**src/rtl/pwm_tmr_pkg.sv**
```systemverilog
// Package: address map and widths shared by the timer block and its bench.
// Assumes at most three channels, so that the flags and enables fit the 8-bit status image.
package pwm_tmr_pkg;
    localparam int ADDR_W     = 4;
    localparam int ADR_MODE   = 0;
    localparam int ADR_STAT   = 1;
    localparam int CH_BASE    = 4;
    localparam int CH_STRIDE  = 4;
    localparam int OFF_CNT    = 0;
    localparam int OFF_GRA    = 1;
    localparam int OFF_GRB    = 2;
    localparam int STAT_W     = 8;
    localparam int EN_LSB     = 4;
endpackage

```
**src/rtl/tmr_chan.sv**
```systemverilog
// Module: one timer channel. It holds a counter and compare registers A and B,
// detects matches and drives the PWM output from them.
// Assumes the write strobes are one-hot, coming from the top-level decoder.
module tmr_chan #(
    parameter int CW = 16
) (
    input  logic          clk,
    input  logic          rst_n,
    input  logic          cnt_en,
    input  logic          mode,
    input  logic          wr_cnt,
    input  logic          wr_gra,
    input  logic          wr_grb,
    input  logic [CW-1:0] wdata,
    output logic [CW-1:0] cnt_o,
    output logic [CW-1:0] gra_o,
    output logic [CW-1:0] grb_o,
    output logic          match_a_o,
    output logic          pwm_o
);
    localparam logic [CW-1:0] GR_INIT = '1;

    logic [CW-1:0] cnt_q, gra_q, grb_q;
    logic          pwm_q, match_a, match_b;

    // Compare against the counter value before this edge, only on count cycles.
    always_comb begin
        match_a = cnt_en && (cnt_q == gra_q);
        match_b = cnt_en && (cnt_q == grb_q);
    end

    // Counter: a bus write loads it; otherwise it advances on cnt_en and wraps naturally.
    always_ff @(posedge clk) begin
        if (!rst_n)      cnt_q <= '0;
        else if (wr_cnt) cnt_q <= wdata;
        else if (cnt_en) cnt_q <= cnt_q + 1'b1;
    end

    // Compare registers: loaded only by bus writes.
    always_ff @(posedge clk) begin
        if (!rst_n) begin
            gra_q <= GR_INIT;
            grb_q <= GR_INIT;
        end else begin
            if (wr_gra) gra_q <= wdata;
            if (wr_grb) grb_q <= wdata;
        end
    end

    // PWM output: a B match clears it, an A match sets it, and normal mode holds it low.
    always_ff @(posedge clk) begin
        if (!rst_n || !mode) pwm_q <= 1'b0;
        else if (match_b)    pwm_q <= 1'b0;
        else if (match_a)    pwm_q <= 1'b1;
    end

    assign cnt_o     = cnt_q;
    assign gra_o     = gra_q;
    assign grb_o     = grb_q;
    assign match_a_o = match_a;
    assign pwm_o     = pwm_q;

    a_r2_wrap: assert property (@(posedge clk) disable iff (!rst_n)
        (cnt_en && !wr_cnt && (cnt_q == '1)) |=> (cnt_q == '0));
    a_r4_set_on_a: assert property (@(posedge clk) disable iff (!rst_n)
        (mode && match_a && !match_b) |=> pwm_q);
    a_r4_clear_on_b: assert property (@(posedge clk) disable iff (!rst_n)
        (match_b) |=> !pwm_q);
    a_r5_normal_low: assert property (@(posedge clk) disable iff (!rst_n)
        (!mode) |=> !pwm_q);
endmodule

```
**src/rtl/tmr_stat.sv**
```systemverilog
// Module: the flags and interrupt enables behind the shared status/enable register.
// Assumes NCH <= 3. Flags are cleared by writing zero; a hardware set wins over a clear on the same edge.
module tmr_stat #(
    parameter int NCH = 3
) (
    input  logic                              clk,
    input  logic                              rst_n,
    input  logic                              wr,
    input  logic [pwm_tmr_pkg::STAT_W-1:0]    wdata,
    input  logic [NCH-1:0]                    set_i,
    output logic [NCH-1:0]                    flag_o,
    output logic [NCH-1:0]                    en_o,
    output logic [NCH-1:0]                    irq_o
);
    import pwm_tmr_pkg::*;

    logic [NCH-1:0] flag_q, en_q, flag_d;

    // Next flag value: a zero written to a bit clears it; a hardware set is ORed in last.
    always_comb begin
        flag_d = flag_q;
        if (wr) flag_d = flag_q & wdata[NCH-1:0];
        flag_d = flag_d | set_i;
    end

    // Flag and enable registers.
    always_ff @(posedge clk) begin
        if (!rst_n) begin
            flag_q <= '0;
            en_q   <= '0;
        end else begin
            flag_q <= flag_d;
            if (wr) en_q <= wdata[EN_LSB +: NCH];
        end
    end

    assign flag_o = flag_q;
    assign en_o   = en_q;
    assign irq_o  = flag_q & en_q;

    a_r6_flag_set: assert property (@(posedge clk) disable iff (!rst_n)
        (set_i != '0) |=> ((flag_q & $past(set_i)) == $past(set_i)));
    a_r7_sticky: assert property (@(posedge clk) disable iff (!rst_n)
        (!wr && set_i == '0) |=> $stable(flag_q));
endmodule

```
**src/rtl/pwm_timer_top.sv**
```systemverilog
// Module: top level of the three-channel PWM timer. It holds the mode register,
// decodes the register bus and muxes read data.
// Assumes single-cycle writes and combinational reads.
module pwm_timer_top #(
    parameter int NCH = 3,
    parameter int CW  = 16
) (
    input  logic                           clk,
    input  logic                           rst_n,
    input  logic                           cnt_en,
    input  logic                           bus_wr,
    input  logic [pwm_tmr_pkg::ADDR_W-1:0] bus_addr,
    input  logic [CW-1:0]                  bus_wdata,
    output logic [CW-1:0]                  bus_rdata,
    output logic [NCH-1:0]                 pwm_out,
    output logic [NCH-1:0]                 irq
);
    import pwm_tmr_pkg::*;

    logic [NCH-1:0]   mode_q, match_a, flag, en;
    logic [CW-1:0]    cnt_w [NCH];
    logic [CW-1:0]    gra_w [NCH];
    logic [CW-1:0]    grb_w [NCH];
    logic [STAT_W-1:0] stat_img;
    logic             wr_mode, wr_stat;

    assign wr_mode = bus_wr && (bus_addr == ADDR_W'(ADR_MODE));
    assign wr_stat = bus_wr && (bus_addr == ADDR_W'(ADR_STAT));

    // Mode register: bit c selects PWM mode for channel c.
    always_ff @(posedge clk) begin
        if (!rst_n)       mode_q <= '0;
        else if (wr_mode) mode_q <= bus_wdata[NCH-1:0];
    end

    for (genvar c = 0; c < NCH; c++) begin : g_ch
        localparam int BASE = CH_BASE + CH_STRIDE * c;
        tmr_chan #(.CW(CW)) chan_i (
            .clk       (clk),
            .rst_n     (rst_n),
            .cnt_en    (cnt_en),
            .mode      (mode_q[c]),
            .wr_cnt    (bus_wr && bus_addr == ADDR_W'(BASE + OFF_CNT)),
            .wr_gra    (bus_wr && bus_addr == ADDR_W'(BASE + OFF_GRA)),
            .wr_grb    (bus_wr && bus_addr == ADDR_W'(BASE + OFF_GRB)),
            .wdata     (bus_wdata),
            .cnt_o     (cnt_w[c]),
            .gra_o     (gra_w[c]),
            .grb_o     (grb_w[c]),
            .match_a_o (match_a[c]),
            .pwm_o     (pwm_out[c])
        );
    end

    tmr_stat #(.NCH(NCH)) stat_i (
        .clk    (clk),
        .rst_n  (rst_n),
        .wr     (wr_stat),
        .wdata  (bus_wdata[STAT_W-1:0]),
        .set_i  (match_a),
        .flag_o (flag),
        .en_o   (en),
        .irq_o  (irq)
    );

    // Status image: reserved bits 7 and 3 read as one; flags sit in the low bits, enables above them.
    always_comb begin
        stat_img    = '0;
        stat_img[7] = 1'b1;
        stat_img[3] = 1'b1;
        stat_img[NCH-1:0]       = flag;
        stat_img[EN_LSB +: NCH] = en;
    end

    // Read mux: combinational from the address; unmapped addresses read zero.
    always_comb begin
        bus_rdata = '0;
        if (bus_addr == ADDR_W'(ADR_MODE)) bus_rdata = CW'(mode_q);
        if (bus_addr == ADDR_W'(ADR_STAT)) bus_rdata = CW'(stat_img);
        for (int c = 0; c < NCH; c++) begin
            if (bus_addr == ADDR_W'(CH_BASE + CH_STRIDE*c + OFF_CNT)) bus_rdata = cnt_w[c];
            if (bus_addr == ADDR_W'(CH_BASE + CH_STRIDE*c + OFF_GRA)) bus_rdata = gra_w[c];
            if (bus_addr == ADDR_W'(CH_BASE + CH_STRIDE*c + OFF_GRB)) bus_rdata = grb_w[c];
        end
    end
endmodule

```
**config.mk**
```make
export PLATFORM = sky130hd
export DESIGN_NAME = pwm_timer_top
export DESIGN_NICKNAME = d
export VERILOG_FILES = /design/src/rtl/pwm_tmr_pkg.sv /design/src/rtl/tmr_chan.sv /design/src/rtl/tmr_stat.sv /design/src/rtl/pwm_timer_top.sv
export SDC_FILE = /design/constraint.sdc
export NUM_CORES = 1
export LEC_CHECK = 0
export CAP_MARGIN = 10
export CORE_AREA = 2 2 139 141
export DETAILED_ROUTE_END_ITERATION = 8
export DIE_AREA = 0 0 141 143
export DONT_BUFFER_PORTS = 1
export PLACE_DENSITY = 0.68
export SKIP_LAST_GASP = 1
export SLEW_MARGIN = 0
export SYNTH_ARGS = -nofsm -noshare
export SYNTH_HDL_FRONTEND = slang
export SYNTH_SLANG_ARGS = --single-unit
```
**constraint.sdc**
```tcl
create_clock -name clk -period 2.05 [get_ports clk]
set_input_delay 0.205 -clock clk [delete_from_list [all_inputs] [get_ports clk]]
set_output_delay 0.205 -clock clk [all_outputs]
set_load 0.02 [all_outputs]
```
==> reports/results.txt, run 1 <==
CTS clock-pin slew for the worst setup and hold paths: 0.07 ns
Violated checks: negative setup slack
Die height: 143 um
Setup slack of the most critical reg-to-reg path: 0.22 ns
Combinational power share: 12.7%
Final clock period utilization by the worst path: 101%
Max Slew Vio Count: 0
Final setup violation count: 2
Internal power of the cells: 0.00522 W
Clock buffer count from CTS: 17
Critical Setup Path Class: flop to output port
Placed wire-length estimate after detailed placement: 22,400 um
Nets in the synthesized netlist: 1,236
Sequential area share after synthesis: 34.2%
Top cells by instance count after synthesis: nand2_1, dfxtp_1, nand3_1, xnor2_1, clkbuf_1
Share of the synthesized area in the top cell type: 34.2%
Pwr dens: 703 nW/um2
Cell with the most instances after synthesis: nand2_1
Initial antenna violation count: 5
Cells taking the most area after synthesis: dfxtp_1, nand2_1, xnor2_1
Worst Slack Setup Final: -0.0178 ns
Clock buffer depth: 2
Placement row count: 50
Weighted congestion at the end of routability-driven global placement: 0.956
Antenna Nets Post-Route: 0
Number of global-route vias before repair: 8,404
Max_slew headroom: 43.1%
Proportion of register bits with asynchronous set or reset after synthesis: 0%
# DRC: 0
Routed wire length: 34,300 um
Initial Utilization: 49.1%
Number of buffers and inverters on the critical path: 1
Fin crit period: 2.07 ns
Share of total power consumed by net switching: 28.6%
Number of DRC markers after the initial detailed-route iteration: 1,248
Post-detailed-route wirelength per cell: 23.6 um
Post-route setup TNS: -0.0274 ns
Area growth, synth to finish: 13.9%
H-tree level count: 4
Number of maximum-capacitance violations: 0
Crit start category: flop
Register bit total from synthesis: 156
Achievable frequency: 484 MHz
Tightest Pin Transition: 0.850 ns
Die boundary width: 141 um
Crit-path cells: mux4_2, a221oi_2, a22oi_1, buf_4
Unrepaired setup endpoints after global routing: true
Max incr delay on CP: 0.49 ns
Final global-route overflow total: 0
Dominant cell type by area after synthesis: dfxtp_1
Status: finished with violations
Final hold violation count: 0
Critical path peak fanout: 4
Core area: 18,600 um2
Vias after detailed routing: 9,070
Leak: 4.00 nW
Data arrival, critical path: 1.86 ns
CP delay by family, top: multiplexers
Critical path endpoint category: output port
Fraction of layout cells with a size suffix above 1: 13.1%
Part of the total power dissipated in the clock network: 43.3%
Source-to-sink clock delay at the later pin of the worst-skew pair: 0.44 ns
Boundary Pins: 46
Worst-case vdd ir drop: 648 uV
Mean post-synth cell area: 7.55 um2
Setup Skew: 0.0118 ns
Endpoint required time on the critical path: 1.85 ns
Clk sink count: 156
Most frequently used flop master after synthesis: dfxtp_1
Count of flip-flops with a built-in enable after synthesis: 0
Total GRT Usage: 34.1%
Total standard cell area after synthesis: 9130 um2
Clock tree from TritonCTS: yes
Root buffer cell: clkbuf_16
Pre-antenna DRT Iters: 9
Die Footprint: 20,200 um2
Number of I/O port buffers: 0
Mean number of vias per cell: 6.23
Warning count from the yosys run: 0
Wire length of the first global-routing pass: 51,600 um
Final net count: 1,232
Pin count of the biggest net entering global routing: 107
Post-synthesis cell count: 1,209
Cell variety after synth: 52
Dpl ws: 0.206 ns
FILL cells: 1,682
Type of the worst min-delay path: primary input to flop
Sw Pwr: 0.00209 W
Critical path's slowest cell: mux4_2
Part of the total power dissipated in sequential elements: 44.0%
Total power: 0.00731 W
## repair_timing
item,4_1_cts,5_1_grt
pin swaps,5,13
hold buffers,34,0
buffers inserted,5,7
gates resized for setup,19,29
setup endpoints to repair,6,15
hold endpoints to repair,154,0
## power by group through the flow
stage / logic, W / registers, W / clock network (W)
2_1_floorplan: 0.000684 / 0.00322 / 0
3_3_place_gp: 0.000714 / 0.00329 / 0
3_5_place_dp: 0.000720 / 0.00329 / 0
4_1_cts: 0.000889 / 0.00321 / 0.00317
5_1_grt: 0.000984 / 0.00322 / 0.00330
6_report: 0.000929 / 0.00322 / 0.00316
## sequential cells by signal (all words and copies together) (netlist names)
signal	flops
stat_i.en_o	3
g_ch.chan_i.grb_o	48
g_ch.chan_i.pwm_o	3
stat_i.flag_o	3
g_ch.chan_i.gra_o	48
mode_q	3
g_ch.chan_i.cnt_o	48
## cells in the final DEF, fill, tap and decap left out, drive strengths merged, types with 7 or more instances in the layout
master,Yosys,final
dlygate4sd3,0,33
and3,9,9
clkbuf,69,18
o211ai,7,7
dfxtp,156,156
a21oi,48,48
nand4,31,31
nor4,11,11
xnor2,106,106
a22o,11,11
mux2i,12,12
nor2b,8,8
buf,61,74
nand2,249,249
xor2,35,35
o21ai,55,55
nor3,9,9
o22ai,11,11
a211oi,28,28
inv,10,14
nor2,66,66
nand3,132,132
and2,7,7
## worst paths after layout
| check | from | to | cells past startpoint |
|---|---|---|---|
| worst min-delay path | cnt_en | g_ch[2].chan_i.cnt_o[1] | 2 |
| worst min register to register | mode_q[1] | mode_q[1] | 2 |
| worst max-delay path | g_ch[0].chan_i.cnt_o[1] | bus_rdata[1] | 4 |
| worst max register to register | g_ch[1].chan_i.cnt_o[0] | g_ch[1].chan_i.cnt_o[15] | 5 |
## worst register-to-register path: cells and delay by family (launching register included)
family           cells  cell delay (ns)
AND/OR/NAND/NOR      3             0.96
flip-flops           1             0.51
XOR/XNOR             1             0.15
AO/OA/AOI/OAI        1             0.14
## metrics by stage
step                      instance area [um2]  utilization, %  hold slack [ns]  std cells
after global placement                   9260            49.9            0.296       1374
after floorplan                          9130               -            0.400       1209
after detailed placement                 9260            49.9            0.306       1374
final                                   10400            55.9           0.0125       1455
after CTS                               10300            55.4           0.0107       1445
after global routing                    10400            55.9           0.0320       1453
## routing by layer
layer	up-vias	track usage [%]	share of wire, %
li1	4155	-	-
met1	4239	43.3	40
met2	532	53.6	45
met3	140	7.21	9.4
met4	4	19.8	5.9
met5	-	0	0.073
## layout make-up
class	count	area, um2	area share, %
multi-input cells	912	5400	51.9
diodes	3	7.51	0.0722
clock buffers	18	439	4.22
clock inverters	14	138	1.32
flip-flops and latches	156	3160	30.4
repair buffers	107	913	8.79
well taps	234	293	2.82
inverters	11	41.3	0.397
## cells by family (layout without fill, tap and decap cells)
kind of cell             after synthesis  count (layout)  synth area share, %
AO/OA/AOI/OAI                        210             210                 15.0
XOR/XNOR                             141             141                 13.5
adder cells (fa/ha/maj)                3               3                0.411
buffers and inverters                141             150                 7.17
flip-flops                           156             156                 34.2
multiplexers                          21              21                 2.80
other                                  0               3                    0
AND/OR/NAND/NOR                      537             537                 26.9
Note: power is estimated with default switching activity, not from simulation.
==> run 2: changes to the inputs <==
ABC_AREA = 1   (was default)
CORE_AREA = 2 2 140 142   (was 2 2 139 141)
DIE_AREA = 0 0 142 144   (was 0 0 141 143)
PLACE_DENSITY = 0.71   (was 0.68)
clock period = 1.9 ns   (was 2.05 ns; I/O delays follow)
==> run 2 against run 1 <==
Net effect: the run now ends clean; non-clock buffer count down 28; worst setup slack better by 0.027 ns; flip-flop and latch count unchanged; combinational power down 3.7%; final area up 3.1%; first-iteration DRC count up 32%; global-route usage up 2.1 points; hold slack worse by 0.0056 ns; register-to-register slack worse by 0.07 ns; highest routed layer unchanged.
==> reports/results.txt, run 2 <==
Status: completed
Cell with the most instances after synthesis: nand2_1
Number of DRC markers after the initial detailed-route iteration: 1,645
Die boundary width: 142 um
Leak: 4.87 nW
Total standard cell area after synthesis: 9360 um2
Type of the worst min-delay path: primary input to flop
Proportion of register bits with asynchronous set or reset after synthesis: 0%
Area growth, synth to finish: 14.5%
Worst-case vdd ir drop: 692 uV
Data arrival, critical path: 1.70 ns
Area taken by flip-flops and latches: 3160 um2
Critical Setup Path Class: flop to output port
Number of maximum-capacitance violations: 0
# DRC: 0
Cells taking the most area after synthesis: dfxtp_1, nand2_1, inv_1
Endpoint required time on the critical path: 1.71 ns
Detailed-route wire length on metal 1: 14,600 um
Number of global-route vias before repair: 9,105
Dpl ws: 0.152 ns
Vias after detailed routing: 10,404
Clock buffer depth: 2
Commonest cells after routing, fill and taps aside: nand2_1, inv_1, dfxtp_1
Final setup violation count: 0
Most frequently used flop master after synthesis: dfxtp_1
Unrepaired setup endpoints after global routing: true
Max_slew headroom: 44.1%
Mean number of vias per cell: 6.01
CTS clock-pin slew for the worst setup and hold paths: 0.07 ns
Warning count from the yosys run: 0
Die height: 144 um
Clock buffer count from CTS: 17
Weighted congestion at the end of routability-driven global placement: 1.00
FILL cells: 1,887
Final clock period utilization by the worst path: 99.5%
Sequential area share after synthesis: 33.4%
Area of the multi-input gates: 5320 um2
Most common library cell in the layout ignoring fill and taps: nand2_1
Initial antenna violation count: 3
Nets in the synthesized netlist: 1,482
Placed insts: 1,666
Wire length of the first global-routing pass: 55,100 um
Critical path endpoint category: output port
Initial Utilization: 49.1%
Source-to-sink clock delay at the later pin of the worst-skew pair: 0.44 ns
Root buffer cell: clkbuf_16
Critical path peak fanout: 3
Final hold violation count: 0
Clock tree from TritonCTS: yes
Pwr dens: 734 nW/um2
Worst setup path endpoint: bus_rdata[13]
Routed wire length: 37,000 um
Count of flip-flops with a built-in enable after synthesis: 0
Mean post-synth cell area: 6.43 um2
Register bit total from synthesis: 156
Cell variety after synth: 39
Pin count of the biggest net entering global routing: 95
Met2 WL: 16,100 um
Highest layer used for signal routing: met5
Length in cells of the worst reg-to-reg path: 8
Placed wire-length estimate after detailed placement: 25,700 um
Post-synthesis cell count: 1,455
Critical path launch point: g_ch[0].chan_i.grb_o[13]
Die Footprint: 20,400 um2
Met3 wirelength from detailed routing: 4420 um
Fin crit period: 1.89 ns
Fraction of layout cells with a size suffix above 1: 13.2%
Setup Skew: 0.0111 ns
Core area: 19,100 um2
Share of the synthesized area in the top cell type: 33.4%
Final global-route overflow total: 0
Tightest Pin Transition: 0.836 ns
Capture point of the worst reg-to-reg path: g_ch[2].chan_i.cnt_o[10]
Final net count: 1,503
Clk sink count: 156
Post-detailed-route wirelength per cell: 21.4 um
Pre-antenna DRT Iters: 6
Worst Slack Setup Final: 0.00933 ns
H-tree level count: 4
Placement row count: 51
Antenna Nets Post-Route: 0
Post-Layout Cell Count: 1,730
Crit start category: flop
Critical register-to-register path startpoint: g_ch[2].chan_i.cnt_o[0]
Number of I/O port buffers: 0
Max Slew Vio Count: 0
Top cells by instance count after synthesis: nand2_1, inv_1, dfxtp_1, nor2_1, nand3_1
Setup slack of the most critical reg-to-reg path: 0.15 ns
Dominant cell type by area after synthesis: dfxtp_1
Boundary Pins: 46
Total GRT Usage: 36.1%
Achievable frequency: 529 MHz
-- run 2: cell types whose count changed after synthesis, sizes merged, moves of 12 or more --
cell    delta
nor2      +71
a21oi     +35
nand3     -26
nand2    +147
clkbuf    -27
xnor2     -90
o211ai    +55
o21ai     +33
a211oi    -24
nor3      +16
buf       -26
mux2i     -12
inv      +167
o22ai     +17
-- run 2: final cells by class --
type,count,area share [%]
timing repair buffer,79,6.28
clock buffer,20,4.35
tap,238,2.78
clock inverter,12,1.18
multi-input combinational,1043,49.6
inverter,179,6.27
antenna,3,0.0701
sequential,156,29.5
-- run 2: how the worst min path moves through the flow --
| stage | to | start | depth (start not counted) | slack, ns |
|---|---|---|---|---|
| floorplan | g_ch[0].chan_i.gra_o[10] | bus_wdata[10] | 2 | 0.32 |
| global route | g_ch[2].chan_i.cnt_o[3] | cnt_en | 3 | 0.02 |
| CTS | g_ch[2].chan_i.cnt_o[6] | bus_wdata[6] | 2 | 0.002 |
| finish | g_ch[2].chan_i.cnt_o[6] | bus_wdata[6] | 2 | 0.007 |
| detailed placement | g_ch[0].chan_i.gra_o[4] | rst_n | 1 | 0.29 |
| global placement | g_ch[0].chan_i.gra_o[4] | rst_n | 1 | 0.29 |
-- run 2: per-stage QoR --
step	cell area, um2	hold slack [ns]	util (%)	setup TNS [ns]	total power (W)
floorplan	9360	0.316	-	0	0.00402
finish	10700	0.00690	56.2	0	0.00787
global placement	9670	0.289	50.7	0	0.00420
detailed placement	9670	0.289	50.7	0	0.00420
CTS	10600	0.00150	55.4	-0.0775	0.00782
global route	10700	0.0185	56.2	-0.0653	0.00806
-- run 2: worst max-delay path: stages (launching register included) --
cell	delay, ns
dfxtp_1	0.33
inv_1	0.12
nor2_1	0.06
nor2_1	0.21
nand3_1	0.12
nor2_1	0.12
nand4_1	0.32
-- run 2: cells by family (layout without fill, tap and decap cells) --
logic type                 after synthesis  after routing  share of synthesized area (%)
DFF                                    156            156                           33.4
AOI/OAI and AO/OA                      277            277                           17.4
adders and majority gates                3              3                          0.401
buffers and inverters                  256            290                           11.2
and+or+nand+nor                        717            717                           33.4
xor gates and xnor gates                46             46                           4.30
other                                    0              3                              0
-- run 2: repair_timing --
item / 4_1_cts / 5_1_grt
pin swaps: 12 / 22
gates resized for setup: 29 / 43
setup endpoints to repair: 13 / 18
hold buffers: 20 / 0
endpoints found under the hold margin: 143 / 0
buffers inserted: 3 / 6
-- run 2: metal layers --
metal  global-route usage [%]  vias to the layer above
met1                     47.8                     4720
met5                        0                        -
met3                     9.90                      140
li1                         -                     4835
met2                     55.1                      707
met4                     16.2                        2
-- run 2: report_power, final --
part	switching (W)	internal, W	total, W
Clock	0.00159	0.00195	0.00354
Sequential	0.0000922	0.00334	0.00343
Combinational	0.000630	0.000264	0.000895
==> run 3: changes to the inputs <==
CORE_AREA = 2 2 156 128   (was 2 2 140 142)
DIE_AREA = 0 0 158 130   (was 0 0 142 144)
clock period = 1.66 ns   (was 1.9 ns; I/O delays follow)
==> run 3 against run 2 <==
Net effect: the run now ends with negative setup slack left; final area is 8.3% higher; sequential power is 14% higher; power is 17% higher; sequential share of layout area is 1.9 points lower; clock skew is 0.00077 ns higher; register-to-register slack worse by 0.13 ns; non-clock buffer count is 70 higher; first-iteration DRC count is 5.7% lower; count of clock-buffer cells in the layout is 3 lower; via count is 3.5% higher; die area is 0.45% higher; critical path type unchanged; critical endpoint is now bus_rdata[4]; largest power group unchanged; highest routed layer is now met4.
==> reports/results.txt, run 3 (synthesis results as in run 2) <==
Clk sink count: 156
Max incr delay on CP: 0.36 ns
Achievable frequency: 563 MHz
Antenna Nets Post-Route: 0
Pwr dens: 791 nW/um2
Worst Slack Setup Final: -0.116 ns
Tightest Pin Transition: 0.817 ns
Critical path's slowest cell: nand4_1
Wire length of the first global-routing pass: 59,200 um
Cell type with the highest occurrence count on the critical path: nand3_1
Placed wire-length estimate after detailed placement: 27,300 um
Fraction of layout cells with a size suffix above 1: 21.1%
Placement row count: 46
Number of DRC markers after the initial detailed-route iteration: 1,552
Total GRT Usage: 39.1%
Clock tree from TritonCTS: yes
Mean number of vias per cell: 5.90
Area post-placement: 10,100 um2
Leak: 5.26 nW
Unrepaired setup endpoints after global routing: true
Vias after detailed routing: 10,768
Post-route setup TNS: -0.796 ns
Weighted congestion at the end of routability-driven global placement: 1.04
Die Footprint: 20,500 um2
Final global-route overflow total: 0
Critical path endpoint category: output port
Type of the worst min-delay path: primary input to flop
Die height: 130 um
Critical path peak fanout: 2
Number of I/O port buffers: 0
Final clock period utilization by the worst path: 107%
Max_slew headroom: 45.3%
Number of buffers and inverters on the critical path: 0
Status: finished with violations
FILL cells: 1,821
H-tree level count: 4
Clock buffer depth: 2
Pin count of the biggest net entering global routing: 83
Routed wire length: 39,900 um
Number of maximum-capacitance violations: 0
Setup Skew: 0.0119 ns
# DRC: 0
Clock buffer count from CTS: 17
Number of global-route vias before repair: 9,646
Violated checks: negative setup slack
Fin crit period: 1.78 ns
Source-to-sink clock delay at the later pin of the worst-skew pair: 0.45 ns
Boundary Pins: 46
Crit start category: flop
Root buffer cell: clkbuf_16
Final net count: 1,573
Critical Setup Path Class: flop to output port
CTS clock-pin slew for the worst setup and hold paths: 0.07 ns
Area growth, synth to finish: 24.0%
Post-detailed-route wirelength per cell: 21.9 um
Final hold violation count: 0
Total power: 0.00918 W
Crit-path cells: nand3_1, nand3_2, nor2_2, nand3_1, nor2_1, nand4_1
Endpoint required time on the critical path: 1.49 ns
Pre-antenna DRT Iters: 5
Core area: 19,200 um2
Initial antenna violation count: 0
Final setup violation count: 13
Max Slew Vio Count: 0
CP delay by family, top: simple AND/OR/NAND/NOR gates
Data arrival, critical path: 1.61 ns
Die boundary width: 158 um
Post-Layout Inst Area: 11,600 um2
Worst-case vdd ir drop: 784 uV
Most common library cell in the layout ignoring fill and taps: nand2_1
Commonest cells after routing, fill and taps aside: nand2_1, inv_1, dfxtp_1
Initial Utilization: 48.7%
==> run 3: what timing repair did <==
item / in CTS / in global routing
hold endpoints to repair: 143 / 0
endpoints found under the setup margin: 16 / 32
pin swaps: 64 / 67
setup buffers: 19 / 5
hold buffers: 32 / 0
gates resized for setup: 106 / 60
==> run 3: cell type report <==
type / count / area (um2) / share of cell area, %
inverters: 179 / 682 / 5.87
flip-flops and latches: 156 / 3210 / 27.6
clock buffers: 17 / 425 / 3.66
clock inverters: 15 / 175 / 1.51
multi-input cells: 1043 / 5490 / 47.3
well taps: 264 / 330 / 2.85
diodes: 1 / 2.50 / 0.0216
repair buffers: 149 / 1300 / 11.2
==> run 3: metal layers <==
layer,track usage (%),wire [um],vias up
met4,15.6,1550,0
met2,55.3,16100,720
met3,12.5,5670,121
met5,0,0,-
li1,-,-,4988
met1,55.1,16600,4939
==> run 3: report_power, final <==
part / internal, W / leakage (nW) / total (W) / switching [W]
Sequential: 0.00382 / 1.28 / 0.00391 / 0.0000945
Combinational: 0.000376 / 3.68 / 0.00116 / 0.000782
Clock: 0.00227 / 0.298 / 0.00411 / 0.00184
==> run 3: worst paths after layout <==
kind                                           endpoint  depth (start not counted)                     from  slack [ns]
worst min-delay path            g_ch[1].chan_i.cnt_o[6]                          2                   cnt_en       0.008
worst min register to register                mode_q[0]                          2                mode_q[0]        0.48
worst max register to register  g_ch[1].chan_i.cnt_o[8]                          8  g_ch[1].chan_i.cnt_o[0]        0.02
worst max-delay path                       bus_rdata[4]                          6           stat_i.en_o[0]       -0.12
==> run 3: through the flow <==
| stage | hold WS (ns) | util [%] | worst slack [ns] | std cells |
|---|---|---|---|---|
| floorplan | 0.292 | - | 0.208 | 1455 |
| global placement | 0.264 | 52.6 | 0.0453 | 1737 |
| detailed placement | 0.270 | 52.6 | 0.0481 | 1737 |
| CTS | 0.00155 | 59.5 | -0.141 | 1819 |
| global route | 0.0145 | 60.4 | -0.180 | 1823 |
| finish | 0.00820 | 60.4 | -0.116 | 1824 |
